[src/rtl/tx_slot_pkg.sv]
package tx_slot_pkg;
  typedef enum logic [1:0] {
    ST_IDLE  = 2'b00,
    ST_PEND  = 2'b01,
    ST_PROG  = 2'b10,
    ST_CHAIN = 2'b11
  } tx_state_e;
endpackage

[src/rtl/tx_slot_cmd.sv]
module tx_slot_cmd #(
  parameter int CTRL_W  = 2,
  parameter int RST_BIT = 0,
  parameter int CLR_BIT = 1
) (
  input  logic              clk_i,
  input  logic              rst_ni,
  input  logic              ctrl_we_i,
  input  logic [CTRL_W-1:0] ctrl_d_i,
  output logic              fsm_rst_o,
  output logic              fifo_clr_o
);
  logic clr_q;

  assign fsm_rst_o = ctrl_we_i & ctrl_d_i[RST_BIT];

  always_ff @(posedge clk_i or negedge rst_ni) begin
    if (!rst_ni) clr_q <= 1'b0;
    else         clr_q <= ctrl_we_i & ctrl_d_i[CLR_BIT];
  end

  assign fifo_clr_o = clr_q;

  a_r7_clr_pulse: assert property (@(posedge clk_i) disable iff (!rst_ni)
    (ctrl_we_i && ctrl_d_i[CLR_BIT]) |=> fifo_clr_o);
  a_r7_clr_quiet: assert property (@(posedge clk_i) disable iff (!rst_ni)
    !(ctrl_we_i && ctrl_d_i[CLR_BIT]) |=> !fifo_clr_o);
endmodule

[src/rtl/tx_slot_fsm.sv]
module tx_slot_fsm
  import tx_slot_pkg::*;
(
  input  logic       clk_i,
  input  logic       rst_ni,
  input  logic       fsm_rst_i,
  input  logic       start_i,
  input  logic       start_point_i,
  input  logic       abort_i,
  input  logic       tx_done_i,
  input  logic       fifo_empty_i,
  output logic [1:0] state_o,
  output logic       done_evt_o,
  output logic       tx_en_o
);
  tx_state_e state_q, state_d;
  logic      active;

  assign active = (state_q == ST_PROG) || (state_q == ST_CHAIN);

  always_comb begin
    state_d    = state_q;
    done_evt_o = 1'b0;
    if (fsm_rst_i) begin
      state_d = ST_IDLE;
    end else begin
      unique case (state_q)
        ST_IDLE: if (start_i) state_d = ST_PEND;
        ST_PEND: begin
          if (abort_i)            state_d = ST_IDLE;
          else if (start_point_i) state_d = ST_PROG;
        end
        ST_PROG, ST_CHAIN: begin
          if (abort_i) begin
            state_d = ST_IDLE;
          end else if (tx_done_i) begin
            done_evt_o = 1'b1;
            state_d    = fifo_empty_i ? ST_IDLE : ST_CHAIN;
          end
        end
        default: state_d = ST_IDLE;
      endcase
    end
  end

  always_ff @(posedge clk_i or negedge rst_ni) begin
    if (!rst_ni) state_q <= ST_IDLE;
    else         state_q <= state_d;
  end

  assign state_o = state_q;
  assign tx_en_o = active;

  a_r2_idle_start: assert property (@(posedge clk_i) disable iff (!rst_ni)
    (state_q == ST_IDLE && start_i && !fsm_rst_i) |=> state_q == ST_PEND);
  a_r3_pend_go: assert property (@(posedge clk_i) disable iff (!rst_ni)
    (state_q == ST_PEND && start_point_i && !abort_i && !fsm_rst_i) |=> state_q == ST_PROG);
  a_r4_abort: assert property (@(posedge clk_i) disable iff (!rst_ni)
    (state_q != ST_IDLE && abort_i) |=> state_q == ST_IDLE);
  a_r5_chain: assert property (@(posedge clk_i) disable iff (!rst_ni)
    (active && tx_done_i && !fifo_empty_i && !abort_i && !fsm_rst_i) |=> state_q == ST_CHAIN);
  a_r9_soft_rst: assert property (@(posedge clk_i) disable iff (!rst_ni)
    fsm_rst_i |=> state_q == ST_IDLE);
endmodule

[src/rtl/tx_slot_irq.sv]
module tx_slot_irq (
  input  logic clk_i,
  input  logic rst_ni,
  input  logic done_evt_i,
  input  logic status_rd_i,
  output logic done_irq_o,
  output logic done_sticky_o
);
  logic irq_q, sticky_q;

  always_ff @(posedge clk_i or negedge rst_ni) begin
    if (!rst_ni) begin
      irq_q    <= 1'b0;
      sticky_q <= 1'b0;
    end else begin
      irq_q    <= done_evt_i;
      sticky_q <= done_evt_i | (sticky_q & ~status_rd_i);
    end
  end

  assign done_irq_o    = irq_q;
  assign done_sticky_o = sticky_q;

  a_r8_sticky_set: assert property (@(posedge clk_i) disable iff (!rst_ni)
    done_irq_o |-> done_sticky_o);
  a_r8_read_clear: assert property (@(posedge clk_i) disable iff (!rst_ni)
    (status_rd_i && !done_evt_i) |=> !done_sticky_o);
endmodule

[src/rtl/tx_slot_ctrl.sv]
module tx_slot_ctrl #(
  parameter int CTRL_W  = 2,
  parameter int RST_BIT = 0,
  parameter int CLR_BIT = 1
) (
  input  logic              clk_i,
  input  logic              rst_ni,
  input  logic              start_i,
  input  logic              start_point_i,
  input  logic              cs_mode_i,
  input  logic              carrier_i,
  input  logic              tx_done_i,
  input  logic              fifo_empty_i,
  input  logic              ctrl_we_i,
  input  logic [CTRL_W-1:0] ctrl_d_i,
  input  logic              status_rd_i,
  output logic [1:0]        state_o,
  output logic              done_irq_o,
  output logic              done_sticky_o,
  output logic              fifo_clr_o,
  output logic              tx_en_o
);
  logic fsm_rst, abort, done_evt;

  // carrier only counts when listen-before-talk is on
  assign abort = cs_mode_i & carrier_i;

  tx_slot_cmd #(.CTRL_W(CTRL_W), .RST_BIT(RST_BIT), .CLR_BIT(CLR_BIT)) u_cmd (
    .clk_i      (clk_i),
    .rst_ni     (rst_ni),
    .ctrl_we_i  (ctrl_we_i),
    .ctrl_d_i   (ctrl_d_i),
    .fsm_rst_o  (fsm_rst),
    .fifo_clr_o (fifo_clr_o)
  );

  tx_slot_fsm u_fsm (
    .clk_i         (clk_i),
    .rst_ni        (rst_ni),
    .fsm_rst_i     (fsm_rst),
    .start_i       (start_i),
    .start_point_i (start_point_i),
    .abort_i       (abort),
    .tx_done_i     (tx_done_i),
    .fifo_empty_i  (fifo_empty_i),
    .state_o       (state_o),
    .done_evt_o    (done_evt),
    .tx_en_o       (tx_en_o)
  );

  tx_slot_irq u_irq (
    .clk_i         (clk_i),
    .rst_ni        (rst_ni),
    .done_evt_i    (done_evt),
    .status_rd_i   (status_rd_i),
    .done_irq_o    (done_irq_o),
    .done_sticky_o (done_sticky_o)
  );

  a_r10_abort_no_irq: assert property (@(posedge clk_i) disable iff (!rst_ni)
    (abort && state_o != 2'b00) |=> !done_irq_o);
  a_r9_rst_no_irq: assert property (@(posedge clk_i) disable iff (!rst_ni)
    fsm_rst |=> !done_irq_o);
  a_r3_tx_en: assert property (@(posedge clk_i) disable iff (!rst_ni)
    tx_en_o |-> state_o[1]);
endmodule

[config.mk]
export PLATFORM = sky130hd
export DESIGN_NAME = tx_slot_ctrl
export DESIGN_NICKNAME = d
export VERILOG_FILES = /design/src/rtl/tx_slot_pkg.sv /design/src/rtl/tx_slot_cmd.sv /design/src/rtl/tx_slot_fsm.sv /design/src/rtl/tx_slot_irq.sv /design/src/rtl/tx_slot_ctrl.sv
export SDC_FILE = /design/constraint.sdc
export NUM_CORES = 1
export LEC_CHECK = 0
export ABC_AREA = 1
export BUFFER_PORTS_ARGS = -buffer_cell sky130_fd_sc_hd__buf_2
export CAP_MARGIN = 40
export CORE_AREA = 2 2 39 41
export CTS_CLUSTER_DIAMETER = 30
export DETAILED_ROUTE_END_ITERATION = 16
export DIE_AREA = 0 0 41 43
export HOLD_SLACK_MARGIN = 0.08
export SLEW_MARGIN = 20
export SYNTH_ARGS = -nofsm -noshare
export SYNTH_HDL_FRONTEND = slang
export SYNTH_SLANG_ARGS = --single-unit
[constraint.sdc]
create_clock -name clk_i -period 1.02 [get_ports clk_i]
set_clock_uncertainty 0.05 [all_clocks]
set_input_delay 0.051 -clock clk_i [delete_from_list [all_inputs] [get_ports clk_i]]
set_output_delay 0.051 -clock clk_i [all_outputs]
set_load 0.1 [all_outputs]
After elaboration in Yosys (flattened, before gate mapping)

Cells that the tools add are included.

Equality and inequality tests: 6
Reduce and logical (&&, ||, !) cells: 4
Muxes and demuxes: 12
Bitwise logic cells: 6

Operators with widths:

| cell               | number |
|---|---|
| $mux 2             | 7 |
| $ne 4x4->1 const B | 2 |
| $pmux 2 s3         | 1 |
| $and 1x1->1        | 4 |
| $eq 2x2->1 const B | 2 |
| $mux 1             | 4 |
| $ne 3x3->1 const B | 1 |
| $reduce_and 3->1   | 1 |
| $eq 2x1->1 const B | 1 |
| $logic_not 2->1    | 1 |
| $reduce_or 2->1    | 1 |
| $logic_or 1x1->1   | 1 |
| $not 1->1          | 1 |
| $or 1x1->1         | 1 |

Bits in registers: 5
Output and inout bits: 6
Logic and storage cells: 32
Input port bits: 12

Longest topological paths before layout

Depth after elaboration: 5
Mapped depth: 7
Gate-level depth less buffers: 7

By module

From an unflattened synthesis, not the netlist that was laid out.

Cell total of the unflattened synthesis: 46
Area, all modules: 307.8 sq um

Modules (own cells, without submodules):

| module       | cells each | seq. area each (sq um) | instances | area an instance (sq um) |
|---|---|---|---|---|
| tx_slot_fsm  | 33         | 50.0                   | 1         | 195.2 |
| tx_slot_irq  | 6          | 50.0                   | 1         | 65.1 |
| tx_slot_cmd  | 5          | 25.0                   | 1         | 40.0 |
| tx_slot_ctrl | 2          | 0.0                    | 1         | 7.5 |

Worst setup path before layout

Ideal clock, no wire load.

Path kind: register to output
From: register u_fsm.state_q[1], in the netlist u_fsm.state_o[1]
To: output tx_en_o
Stages on the path, launching flop included: 2
Path buffers: 1
Data required time: 0.919 ns
Arrival time: 1.903 ns
Setup slack: -0.984 ns
Cells stage by stage: dfrtp_1 > clkbuf_1

Cells in the longest elaborated chain, start to end: 2
Elaborated cells between the ends (all ways): 3
Classes of those cells: 2 x eq/ne; 1 x reduce/logical

Ends and longest elaborated chain:

| element                | RTL line           | RTL |
|---|---|---|
| from (decl)            | tx_slot_fsm.sv:16  | `tx_state_e state_q, state_d;` |
| from (signal assigned) | tx_slot_fsm.sv:48  | `else state_q <= state_d;` |
| $eq 2x2->1             | tx_slot_fsm.sv:19  | `assign active = (state_q == ST_PROG) \|\| (state_q == ST_CHAIN);` |
| $logic_or 1x1->1 (*)   | tx_slot_fsm.sv:19  |  |
| to (decl)              | tx_slot_ctrl.sv:21 | `output logic tx_en_o` |

Mark *: on every way between the ends. The rest lies on a longest branch, timed or not.

Worst setup path after layout

From: register u_fsm.state_q[1], in the netlist u_fsm.state_o[1]
To: output state_o[1]

RTL lines:

| element   | RTL line           | RTL |
|---|---|---|
| to (decl) | tx_slot_ctrl.sv:17 | `output logic [1:0] state_o,` |

No word-level cell between the ends.

==> out/qor.yml <==
diodes: 0
critPathCaptureType: "primary output"
grt-ovfl-total: 0
path_class: "flop to primary output"
cts_buffer_depth: 2
synth_top_area_cell: "dfrtp_1"
wl_um: 793
cts_made_buffers: 3
synth.most_common_cell: "nand2_1"
hold_viol_final: 0
ys_ff_latch: 5
synth_edf_count: 0
seq_area_um2: 134
netlist_area_um2: 329
firstDrtPassIters: 4
synth_top_cell_area_share: 0.380
power_density_nw_per_um2: 2700
port_buffers: 17
synthCells: 48
vias: 395
fin_setup_tns_ns: -0.580
slew_violations: 0
cts_root_buffer: "clkbuf_4"
max_stage_delay_ns: 0.50
ios: 18
synthAdderAreaFrac: 0
drc_errors: 0
multi_input_area_um2: 178
rsz0062_at_grt: "yes"
crit_arrival_ns: 1.05
grt_pass1_wl_um: 1340
grt.total_usage: 0.121
seq_area_frac_synth: 0.380
rows: 14
rr_worst_depth: 6
clock-sinks: 5
dieArea_um2: 1760
wl_per_cell_um: 8.44
synthArstFlopShare: 1.00
worstMarginPinSlew_ns: 0.176
grt_max_degree: 7
cp_data_required_time_ns: 0.92
ir_drop_mv: 0.627
synth_compound_area_frac: 0.0494
ys_top_cells_by_count: "nand2_1 (12), inv_1 (7), nand3_1 (6)"
area_delta_synth_final_pct: 102
finalSetupViolations: 5
muxShareOfSynthArea: 0
crit_start: "u_fsm.state_o[1]"
crit_slowest_cell: "dfrtp_4"
final_nets: 91
dpl.hpwl_um: 602
path_cells: "buf_6, buf_12"
ant_nets: 0
post-route-period-util: 1.13
post-route-min-period_ns: 1.15
start_util: 0.238
ys_types: 12
dieHeight_um: 43
clk_pin_slew_ns: 0.05
synth_flop_cell: "dfrtp_1"
synthSimpleGateAreaFrac: 0.468
holdCritPathClass: "input pin to async pin"
syn_avg_cell_area_um2: 6.86
die_w_um: 41
cts_tree: "done"
r2r_setup_slack_ns: -0.11
p_leak_nw: 0.348
synthXorXnorAreaFrac: 0
crit-reg2reg-launch: "u_fsm.state_o[1]"
r2r-end: "u_fsm.state_o[0]"
crit_fanout: 5
core-area_um2: 1380
viasPerCell: 4.20
maxCapViolations: 0
yosys_warnings: 0
slew_headroom: 0.883
start_kind: "flop"
drive_gt1_frac: 0.500
setup_ws_ns: -0.129
h-tree-depth: 1
grt_pass1_vias: 366
drt-initial-drc-count: 7
antenna_found_initial: 0
synthTopCellsByArea: "dfrtp_1 (38%), nand2_1 (14%), nand2_2 (9.5%)"
placed_cell_area_um2: 552
final_area_um2: 663
fillers: 136
status: "finished with violations"
syn_nets: 60
max_freq_mhz: 871
synth_top_family_by_area: "simple AND/OR/NAND/NOR gates"
worstSetupEndpoint: "state_o[1]"
gp_congestion: 0.893
violations: "setup timing"
clk-insertion-delay-late_ns: 0.25
==> area by class of cell <==
class                      count  area share
tap                           16      0.0302
timing repair buffer          27       0.415
multi-input combinational     34       0.268
sequential                     5       0.202
clock buffer                   4      0.0396
inverter                       8      0.0453
==> worst min path at each step <==
stage	end	slack (ns)	start
after detailed placement	u_cmd.fifo_clr_o	-0.18	rst_ni
after global placement	u_cmd.fifo_clr_o	-0.18	rst_ni
after global routing	u_cmd.fifo_clr_o	0.09	rst_ni
after floorplan	u_cmd.fifo_clr_o	-0.29	rst_ni
after CTS	u_fsm.state_o[0]	0.09	rst_ni
final	u_fsm.state_o[0]	0.09	rst_ni
==> state kept, by name, indices dropped and copies added (netlist names) <==
| name | flops |
|---|---|
| u_cmd.fifo_clr_o | 1 |
| u_irq.done_sticky_o | 1 |
| u_fsm.state_o | 2 |
| u_irq.done_irq_o | 1 |
==> layout by cell type (no fill, tap or decap) <==
master / count
dfrtp_4: 2
nand2_1: 11
dfrtp_1: 2
clkbuf_1: 1
nand2_2: 6
a21oi_1: 2
buf_12: 6
nor2_1: 3
buf_6: 2
inv_2: 2
buf_4: 1
dlygate4sd3_1: 7
nor2_2: 3
o22ai_1: 1
clkbuf_4: 3
nor2_4: 2
inv_1: 6
dfrtp_2: 1
buf_2: 11
nand3_1: 6
==> where the power goes <==
part / switching, mW / internal, mW
combinational: 0.742 / 0.464
clock: 0.0892 / 0.148
sequential: 0.0731 / 0.274
total: 0.904 / 0.887
==> repair_timing <==
action,4_1_cts,5_1_grt
endpoints found under the hold margin,9,0
buffers inserted,0,0
pin swaps,1,0
hold buffers,7,0
resized for setup,4,1
setup endpoints to repair,5,5
==> cell families after synthesis <==
logic type,Yosys count
AO/OA/AOI/OAI,3
buffers and inverters,9
AND/OR/NAND/NOR,31
flip-flops,5
==> layer usage <==
layer  part of all wire  global-route usage
met1               0.40               0.127
met2               0.51               0.169
met5                  0                   0
met4              0.038               0.160
met3              0.044              0.0157
==> critical path: cells and delay by family, from the launching register on <==
family	cells	cell delay, ns
buffers and inverters	2	0.29
DFF	1	0.50
==> through the flow <==
| step | utilization | std cells | hold slack, ns | setup slack, ns | power, mW |
|---|---|---|---|---|---|
| after floorplan | - | 48 | -0.295 | -0.208 | 1.05 |
| after global placement | 0.399 | 83 | -0.182 | -0.0745 | 1.47 |
| after detailed placement | 0.399 | 83 | -0.182 | -0.0846 | 1.48 |
| after CTS | 0.479 | 94 | 0.0856 | -0.138 | 1.79 |
| after global routing | 0.479 | 94 | 0.0897 | -0.166 | 1.90 |
| final | 0.479 | 94 | 0.0870 | -0.129 | 1.79 |
Power figures use the tool's default switching activity.
